--- config.mk ---
export PLATFORM = sky130hd
export DESIGN_NAME = bcast_inval_initiator
export DESIGN_NICKNAME = d
export VERILOG_FILES = /design/src/rtl/bii_pkg.sv /design/src/rtl/bii_pick_low.sv /design/src/rtl/bii_slot.sv /design/src/rtl/bii_cmd_reg.sv /design/src/rtl/bcast_inval_initiator.sv
export SDC_FILE = /design/constraint.sdc
export NUM_CORES = 1
export LEC_CHECK = 0
export CAP_MARGIN = 20
export CORE_MARGIN = 4
export CORE_UTILIZATION = 52
export CTS_BUF_LIST = sky130_fd_sc_hd__clkbuf_2
export DETAILED_ROUTE_END_ITERATION = 6
export PLACE_DENSITY_LB_ADDON = 0.08
export SLEW_MARGIN = 20
export SYNTH_ARGS = -nofsm -noshare
export SYNTH_HDL_FRONTEND = slang
export SYNTH_SLANG_ARGS = --single-unit
--- constraint.sdc ---
create_clock -name clk -period 3.2 [get_ports clk]
set_input_delay 0.64 -clock clk [delete_from_list [all_inputs] [get_ports clk]]
set_output_delay 0.64 -clock clk [all_outputs]
set_load 0.02 [all_outputs]
--- src/rtl/bii_pkg.sv ---
// Package: shared constants of the broadcast invalidate initiator.
// Assumes: the command code and broadcast address are fixed by the
// coherence network and never change at run time.
package bii_pkg;
    localparam int          CMD_W      = 2;
    localparam logic [1:0]  CMD_WRITE  = 2'b10;
    localparam logic [1:0]  BCAST_ADDR = 2'b11;
endpackage

--- src/rtl/bii_pick_low.sv ---
// Module: fixed-priority picker, lowest request index wins.
// Assumes: nothing about the request pattern; output grant is one-hot or zero.
module bii_pick_low #(
    parameter int N = 4
) (
    input  logic [N-1:0] req_i,
    output logic [N-1:0] gnt_o,
    output logic         any_o
);
    // Scan from the top so that the lowest set bit is the last one written.
    always_comb begin
        gnt_o = '0;
        for (int i = N - 1; i >= 0; i--) begin
            if (req_i[i]) begin
                gnt_o    = '0;
                gnt_o[i] = 1'b1;
            end
        end
        any_o = |req_i;
    end
endmodule

--- src/rtl/bii_slot.sv ---
// Module: one outstanding broadcast transaction.
// It holds the transaction index, the expected copy count, the number of
// responses received so far and whether the command flit has left.
// Assumes: alloc_i is only raised while the slot is free, and release_i only
// while finish_o is high.
module bii_slot #(
    parameter int TRDID_W = 4,
    parameter int CNT_W   = 8
) (
    input  logic               clk,
    input  logic               rst_n,
    input  logic               alloc_i,
    input  logic [TRDID_W-1:0] alloc_trdid_i,
    input  logic [CNT_W-1:0]   alloc_copies_i,
    input  logic               sent_set_i,
    input  logic               rsp_valid_i,
    input  logic [TRDID_W-1:0] rsp_trdid_i,
    input  logic               count_i,
    input  logic               release_i,
    output logic               busy_o,
    output logic               match_o,
    output logic               finish_o,
    output logic [TRDID_W-1:0] trdid_o
);
    logic               busy_q;
    logic               sent_q;
    logic [TRDID_W-1:0] trd_q;
    logic [CNT_W-1:0]   exp_q;
    logic [CNT_W-1:0]   cnt_q;

    // A response belongs here if the index matches and copies remain.
    always_comb begin
        match_o  = busy_q && rsp_valid_i && (trd_q == rsp_trdid_i) && (cnt_q < exp_q);
        finish_o = busy_q && sent_q && (cnt_q == exp_q);
        busy_o   = busy_q;
        trdid_o  = trd_q;
    end

    // Slot bookkeeping: allocate, mark sent, count responses, release.
    always_ff @(posedge clk) begin
        if (!rst_n) begin
            busy_q <= 1'b0;
            sent_q <= 1'b0;
            trd_q  <= '0;
            exp_q  <= '0;
            cnt_q  <= '0;
        end else if (release_i) begin
            busy_q <= 1'b0;
            sent_q <= 1'b0;
        end else if (alloc_i) begin
            busy_q <= 1'b1;
            sent_q <= 1'b0;
            trd_q  <= alloc_trdid_i;
            exp_q  <= alloc_copies_i;
            cnt_q  <= '0;
        end else begin
            if (sent_set_i) begin
                sent_q <= 1'b1;
            end
            if (count_i) begin
                cnt_q <= cnt_q + 1'b1;
            end
        end
    end
endmodule

--- src/rtl/bii_cmd_reg.sv ---
// Module: single-entry output register for the broadcast command flit.
// Assumes: load_i is only raised when the register is empty or being taken.
module bii_cmd_reg #(
    parameter int LINE_W  = 34,
    parameter int DATA_W  = 64,
    parameter int TRDID_W = 4
) (
    input  logic               clk,
    input  logic               rst_n,
    input  logic               load_i,
    input  logic [LINE_W-1:0]  line_i,
    input  logic [TRDID_W-1:0] trdid_i,
    input  logic               take_i,
    output logic               valid_o,
    output logic [DATA_W-1:0]  wdata_o,
    output logic [TRDID_W-1:0] trdid_o
);
    logic               valid_q;
    logic [DATA_W-1:0]  wdata_q;
    logic [TRDID_W-1:0] trdid_q;

    // Hold the flit until the network takes it; reload on a new start.
    always_ff @(posedge clk) begin
        if (!rst_n) begin
            valid_q <= 1'b0;
            wdata_q <= '0;
            trdid_q <= '0;
        end else if (load_i) begin
            valid_q <= 1'b1;
            wdata_q <= DATA_W'(line_i);
            trdid_q <= trdid_i;
        end else if (take_i) begin
            valid_q <= 1'b0;
        end
    end

    // Drive the registered flit fields out.
    always_comb begin
        valid_o = valid_q;
        wdata_o = wdata_q;
        trdid_o = trdid_q;
    end
endmodule

--- src/rtl/bcast_inval_initiator.sv ---
// Module: broadcast invalidate initiator (top).
// It accepts start requests into one of N_SLOTS slots and sends one broadcast
// write flit per request. It counts the responses that return for each slot
// and pulses done when a slot's count reaches its expected copy count.
// Assumes: transaction indices of in-flight requests are unique, and
// DATA_W >= LINE_W.
module bcast_inval_initiator
    import bii_pkg::*;
#(
    parameter int LINE_W  = 34,
    parameter int DATA_W  = 64,
    parameter int ADDR_W  = 40,
    parameter int TRDID_W = 4,
    parameter int CNT_W   = 8,
    parameter int N_SLOTS = 4
) (
    input  logic               clk,
    input  logic               rst_n,
    input  logic               start_valid,
    output logic               start_ready,
    input  logic [LINE_W-1:0]  start_line,
    input  logic [CNT_W-1:0]   start_copies,
    input  logic [TRDID_W-1:0] start_trdid,
    output logic               cmd_valid,
    input  logic               cmd_ready,
    output logic [ADDR_W-1:0]  cmd_addr,
    output logic [CMD_W-1:0]   cmd_code,
    output logic [DATA_W-1:0]  cmd_wdata,
    output logic [TRDID_W-1:0] cmd_trdid,
    input  logic               rsp_valid,
    input  logic [TRDID_W-1:0] rsp_trdid,
    output logic               done_valid,
    output logic [TRDID_W-1:0] done_trdid,
    output logic               err_unmatched
);
    localparam int IDX_W = (N_SLOTS > 1) ? $clog2(N_SLOTS) : 1;

    logic [N_SLOTS-1:0] slot_busy;
    logic [N_SLOTS-1:0] slot_match;
    logic [N_SLOTS-1:0] slot_finish;
    logic [N_SLOTS-1:0] alloc_gnt;
    logic [N_SLOTS-1:0] hit_gnt;
    logic [N_SLOTS-1:0] fin_gnt;
    logic [TRDID_W-1:0] slot_trd [N_SLOTS];
    logic               any_free;
    logic               any_hit;
    logic               any_fin;
    logic [IDX_W-1:0]   alloc_idx;
    logic [IDX_W-1:0]   fin_idx;
    logic [IDX_W-1:0]   cmd_slot_q;
    logic               start_fire;
    logic               cmd_fire;
    logic               cmd_valid_w;

    // Choose the lowest free slot for a new request.
    bii_pick_low #(.N(N_SLOTS)) u_alloc_pick (
        .req_i (~slot_busy),
        .gnt_o (alloc_gnt),
        .any_o (any_free)
    );

    // Choose the slot a response counts toward (unique by assumption).
    bii_pick_low #(.N(N_SLOTS)) u_hit_pick (
        .req_i (slot_match),
        .gnt_o (hit_gnt),
        .any_o (any_hit)
    );

    // Choose which complete slot is reported this cycle.
    bii_pick_low #(.N(N_SLOTS)) u_fin_pick (
        .req_i (slot_finish),
        .gnt_o (fin_gnt),
        .any_o (any_fin)
    );

    // Turn the one-hot allocation and finish grants into indices.
    always_comb begin
        alloc_idx = '0;
        fin_idx   = '0;
        for (int i = 0; i < N_SLOTS; i++) begin
            if (alloc_gnt[i]) alloc_idx = IDX_W'(i);
            if (fin_gnt[i])   fin_idx   = IDX_W'(i);
        end
    end

    // Start and command handshakes.
    always_comb begin
        start_ready = any_free && (!cmd_valid_w || cmd_ready);
        start_fire  = start_valid && start_ready;
        cmd_fire    = cmd_valid_w && cmd_ready;
    end

    // Remember which slot owns the flit in the command register.
    always_ff @(posedge clk) begin
        if (!rst_n) begin
            cmd_slot_q <= '0;
        end else if (start_fire) begin
            cmd_slot_q <= alloc_idx;
        end
    end

    bii_cmd_reg #(
        .LINE_W  (LINE_W),
        .DATA_W  (DATA_W),
        .TRDID_W (TRDID_W)
    ) u_cmd (
        .clk     (clk),
        .rst_n   (rst_n),
        .load_i  (start_fire),
        .line_i  (start_line),
        .trdid_i (start_trdid),
        .take_i  (cmd_ready),
        .valid_o (cmd_valid_w),
        .wdata_o (cmd_wdata),
        .trdid_o (cmd_trdid)
    );

    // Fixed command fields of the broadcast flit.
    always_comb begin
        cmd_valid = cmd_valid_w;
        cmd_addr  = ADDR_W'(BCAST_ADDR);
        cmd_code  = CMD_WRITE;
    end

    // One slot per in-flight transaction.
    for (genvar g = 0; g < N_SLOTS; g++) begin : g_slot
        bii_slot #(
            .TRDID_W (TRDID_W),
            .CNT_W   (CNT_W)
        ) u_slot (
            .clk            (clk),
            .rst_n          (rst_n),
            .alloc_i        (start_fire && alloc_gnt[g]),
            .alloc_trdid_i  (start_trdid),
            .alloc_copies_i (start_copies),
            .sent_set_i     (cmd_fire && (cmd_slot_q == IDX_W'(g))),
            .rsp_valid_i    (rsp_valid),
            .rsp_trdid_i    (rsp_trdid),
            .count_i        (hit_gnt[g]),
            .release_i      (fin_gnt[g]),
            .busy_o         (slot_busy[g]),
            .match_o        (slot_match[g]),
            .finish_o       (slot_finish[g]),
            .trdid_o        (slot_trd[g])
        );
    end

    // Registered completion pulse and unmatched-response flag.
    always_ff @(posedge clk) begin
        if (!rst_n) begin
            done_valid    <= 1'b0;
            done_trdid    <= '0;
            err_unmatched <= 1'b0;
        end else begin
            done_valid    <= any_fin;
            if (any_fin) begin
                done_trdid <= slot_trd[fin_idx];
            end
            err_unmatched <= rsp_valid && !any_hit;
        end
    end
endmodule

* Yosys cells after proc, flatten, opt, wreduce, memory -nomap -nowiden *
Cells that the tools add are included.

cells by class
  $add $sub $neg = 4
  multipliers = 0
  divide/modulo/power cells = 0
  order comparisons = 5
  equal/unequal tests = 11
  shift operators = 0
  muxes and demuxes = 31
  bitwise gates (word level) = 7
  reductions and logical operators = 60

operator list
  cell                 number
  $mux 8               8
  $mux 4               14
  $add 8x1->8 const B  4
  $eq 8x8->1           4
  $logic_and 1x1->1    32
  $lt 8x8->1           4
  $eq 4x4->1           4
  $reduce_and 2->1     8
  $reduce_or 3->1      4
  $reduce_or 4->1      3
  $reduce_bool 2->1    5
  $bmux 4 s2           1
  $mux 2               4
  $reduce_or 2->1      4
  $not 1->1            5
  $eq 2x2->1 const B   2
  $mux 1               4
  $not 4->4            1
  $ge 3x3->1 const B   1
  $not 2->3            1
  $eq 2x1->1 const B   1
  $logic_not 1->1      2
  $logic_not 2->1      1
  $logic_or 1x1->1     1

storage, ports and cells
  bits in registers = 135
  latch bits = 0
  bits in writable memories = 0
  memory bits (read-only) = 0
  bits of input ports = 55
  word-level logic and storage cells = 145
  memories = 0

* Logic depth before layout (Yosys ltp) *
  depth in word-level cells = 13
  gate-level depth with buffers = 10

* Cells and area by module *
Synthesis repeated with hierarchy kept, for this count alone.

second synthesis, totals
  cells, all modules = 814
  area, all modules = 7140.6 um^2

by module, submodules not included
  module                 times used  cells an instance  area each (um^2)  sequential area each (um^2)
  bii_slot               4           134                1119.8            440.4
  bii_cmd_reg            1           157                1715.4            780.7
  bcast_inval_initiator  1           106                825.8             160.2
  bii_pick_low           3           5                  40.0              0.0

* Worst setup path before layout *
OpenSTA, ideal clock, no wires.

  path type = input-to-reg
  from = in rsp_trdid[3]
  to = reg g_slot[2].u_slot.cnt_q[0]
  data arrival time = 2422 ps
  data required time = 3079 ps
  setup slack = 658 ps
  stages on the path = 9
  path buffers = 2
  cell sequence = clkbuf_1 > xnor2_1 > nand3_1 > or4b_1 > o32a_1 > nand2b_1 > buf_2 > nor2_1 > mux2_2

between the ends
  cells in the longest elaborated chain, start to end = 8

RTL lines
  item                             line                         RTL
  start, declared                  bcast_inval_initiator.sv:31  input logic [TRDID_W-1:0] rsp_trdid,
  $eq 4x4->1                       bii_slot.sv:33               match_o = busy_q && rsp_valid_i && (trd_q == rsp_trdid_i) && (cnt_q < exp_q);
  $logic_and 1x1->1 (2 in a row)   bii_slot.sv:33
  $mux 4 (2 in a row)              bii_pick_low.sv:14           if (req_i[i]) begin
  $mux 4 (*)                       bii_pick_low.sv:14
  $reduce_bool 2->1 (no line) (*)  -
  $reduce_and 2->1 (no line) (*)   -
  end signal, assigned             bii_slot.sv:61               cnt_q <= cnt_q + 1'b1;
  end, declared                    bii_slot.sv:29               logic [CNT_W-1:0] cnt_q;

Mark *: on every way between the ends. The rest lies on a longest branch, timed or not.
A chain may end at the register's enable or synchronous reset.

* Final worst setup path *
  from = reg g_slot[2].u_slot.busy_q
  to = out start_ready

between the ends
  cells in the longest elaborated chain, start to end = 3

RTL lines
  item                    line                         RTL
  start, declared         bii_slot.sv:25               logic busy_q;
  start signal, assigned  bii_slot.sv:42               busy_q <= 1'b0;
  start signal, assigned  bii_slot.sv:48               busy_q <= 1'b0;
  start signal, assigned  bii_slot.sv:51               busy_q <= 1'b1;
  $not 4->4               bcast_inval_initiator.sv:57  .req_i (~slot_busy),
  $reduce_or 4->1         bii_pick_low.sv:19           any_o = |req_i;
  $logic_and 1x1->1       bcast_inval_initiator.sv:88  start_ready = any_free && (!cmd_valid_w || cmd_ready);
  end, declared           bcast_inval_initiator.sv:20  output logic start_ready,

No other way between the ends.

==> results.md <==
- Final #Nets: 1062
- Crit-path max FO: 8
- Share of post-route cells with drive strength above 1: 6.01%
- Slowest cell delay on critical path: 0.57 ns
- I/O pin count: 173
- R2R Setup Slk: 0.44 ns
- Fin crit share: 89.7%
- Ys flop type: dfxtp_1
- Register area share after synthesis: 37.6%
- Initial antenna violation count: 1
- Setup Fix Bufs, Post-CTS: 0
- Endpoints failing hold: 0
- Worst Clk Skew: 0.0375 ns
- Ys async rst share: 0%
- Min cycle time layout: 2.87 ns
- Startpoint Class: register
- Buffers and inverters on the worst path: 1
- Vias in the first global route: 6025
- Final setup fails: 0
- 1st-iter DRT viols: 396
- CORE AREA: 0.0134 mm^2
- CTS tree: built
- Critical Path End Type: output pin
- Antenna viol nets, final: 0
- Die X: 126 um
- CTS max path bufs: 2
- Post-route DRC violation count: 0
- Cts hold-fix bufs: 0
- Leak: 0.00317 uW
- Post-Syn Area: 0.00718 mm^2
- Root Buffer: clkbuf_2
- Area grow syn2layout: 16.2%
- Register share of total power: 52.4%
- Global Route Usage Sum: 23.1%
- TritonRoute pass-1 iters: 5
- Min-delay worst type: primary input to register
- Clock power frac: 33.0%
- Synth Warn #: 0
- Critical path class: register to output pin
- Total CTS buffers: 17
- Synth unique cells: 54
- Max_cap viols: 0
- Setup tns final: 0 ns
- Drt wl/cell: 15.7 um
- Worst path top cell family by delay: flip-flops
- Status: complete, no violations
- RSZ-0062 raised after global routing: false
- Sw Ratio: 28.1%
- H-tree levels: 4
- Vias per cell: 5.26
- Most frequent cells in the layout: nand2_1, dfxtp_1, clkdlybuf4s50_1
- Internal cell power: 2430 uW
- Hpwl dp: 13600 um
- Sw power: 948 uW
- Most common cell after layout, fill and taps aside: nand2_1
- Post-Syn Instances: 877
- Starting Density: 53.6%
- Worst-path cell chain: nand4_1 -> and2_1 -> clkdlybuf4s50_1
- WP data required: 2.56 ns
- Slowest CP cell: dfxtp_1
- Largest net degree at the start of global routing: 72
- EDFF count, synth: 0
- Share of the synthesized area in the top cell type: 37.6%
- Total number of vias: 6092
- WL final: 18100 um
- CTS Sinks: 135
- DIE HEIGHT: 126 um
- Die ar.: 0.0158 mm^2
- Largest cells by area after synthesis: dfxtp_1, nand2_1, a21boi_0
- Synthesized flop and latch total: 135
- Synth area leader: dfxtp_1
- Worst vdd ir: 314 uV
- Port Buffers: 100
- Global-route wire length before repair: 29500 um
- Highest Clock Rate: 348 MHz
- Rel. slew slack: 38.7%
- Fin. max-slew vios: 0
- CP arrival: 2.23 ns
- GP Congestion: 0.904
- Worst-Margin Slew: 0.912 ns
- Total Power: 3370 uW
- # rows: 42
- Clock Pin Slew Worst Setup and Hold Paths: 0.20 ns
- Syn avg cell area: 8.19 um^2
- Pwr dens: 404 mW/mm^2
- Clock Latency Late Sink: 0.70 ns
- Gr ovfl total: 0
- Comb power frac: 14.6%
- CTS resizes: 0
## synthesized netlist by cell type (2+ instances only)
cell,count
dfxtp_1,135
o31ai_1,6
nor2_1,33
mux2i_1,5
nand2b_1,5
nor3_4,3
clkbuf_1,34
nor3_1,9
and3_1,5
o211ai_1,6
xnor2_1,15
o21ai_0,10
o21a_1,4
a31oi_1,4
or3_1,10
nor4_1,2
nand4_2,2
nand2_1,213
conb_1,2
nand4_4,2
a211oi_1,4
buf_2,4
buf_4,73
or4_1,11
o221ai_1,3
a21boi_0,89
and2_1,3
nand3b_1,3
nor3b_1,2
ha_1,36
inv_1,37
o21bai_1,2
nand3_1,21
xor2_1,10
a21oi_1,24
or4b_1,2
nand4_1,18
nor4_2,3
nor2b_1,12
## layout make-up
| class | count | area, um^2 |
|---|---|---|
| Antenna cell | 1 | 2.50 |
| Multi-Input combinational cell | 664 | 3910 |
| Tap cell | 176 | 220 |
| Timing Repair Buffer | 116 | 1120 |
| Fill cell | 1190 | 5050 |
| Sequential cell | 135 | 2700 |
| Clock buffer | 19 | 95.1 |
| Inverter | 37 | 139 |
| Clock inverter | 10 | 156 |
## final timing paths
path / startpoint / depth (start not counted) / to
min: rst_n / 3 / g_slot[0].u_slot.cnt_q[0]
max: g_slot[2].u_slot.busy_o / 3 / start_ready
min reg2reg: u_cmd.wdata_o[16] / 2 / u_cmd.wdata_o[16]
max reg2reg: g_slot[0].u_slot.cnt_q[5] / 8 / g_slot[2].u_slot.cnt_q[0]
## state kept, by name, indices dropped and copies added, names as in the netlist, 4 cells and up
name                   cells
g_slot.u_slot.trdid_o     16
g_slot.u_slot.exp_q       32
g_slot.u_slot.sent_q       4
u_cmd.trdid_o              4
u_cmd.wdata_o             34
done_trdid                 4
g_slot.u_slot.busy_o       4
g_slot.u_slot.cnt_q       32
## per-stage QoR
| step | hold WS (ns) | cell area [um^2] | setup WS (ns) | instances | utilization (%) |
|---|---|---|---|---|---|
| floorplan | 0.443 | 7440 | 0.658 | 947 | - |
| global placement | 0.451 | 8090 | 0.197 | 1128 | 60.4 |
| detailed placement | 0.456 | 8090 | 0.0999 | 1128 | 60.4 |
| CTS | 0.373 | 8340 | 0.289 | 1157 | 62.3 |
| global route | 0.340 | 8350 | 0.177 | 1158 | 62.3 |
| finish | 0.440 | 8350 | 0.330 | 1158 | 62.3 |
## kinds of logic (layout without fill, tap and decap cells)
logic type | count (synthesis) | in the layout | synth area share (%)
AND/OR/NAND/NOR | 364 | 364 | 24.6
AO/OA/AOI/OAI | 161 | 161 | 15.9
buffers and inverters | 148 | 182 | 11.6
flip-flops | 135 | 135 | 37.6
adder cells (fa/ha/maj) | 36 | 36 | 6.27
XOR/XNOR | 25 | 25 | 3.05
multiplexers | 6 | 6 | 0.854
other | 2 | 73 | 0.105
## worst register-to-register path: stages (launching register included)
cell and delay [ns]:
dfxtp_1 0.39, ha_1 0.34, a211oi_1 0.30, nor2_1 0.15, or3b_1 0.39, o32a_1 0.36, nand2b_1 0.34, nor2_1 0.12
mux2_2 0.29
## per-layer routing
metal	GRT usage, %	share of wire [%]	routed length, um
met5	0	0	0
met4	7.08	1.7	310
met3	9.51	10	1860
met2	36.7	45	8210
met1	28.8	43	7770
## power groups by stage
stage | Combinational (uW) | Clock (uW) | Sequential (uW)
2_1_floorplan | 326 | 0 | 1830
3_3_place_gp | 485 | 0 | 1800
3_5_place_dp | 492 | 0 | 1800
4_1_cts | 494 | 1140 | 1770
5_1_grt | 537 | 1220 | 1770
6_report | 493 | 1110 | 1770
Note: power is estimated with default switching activity, not from simulation.
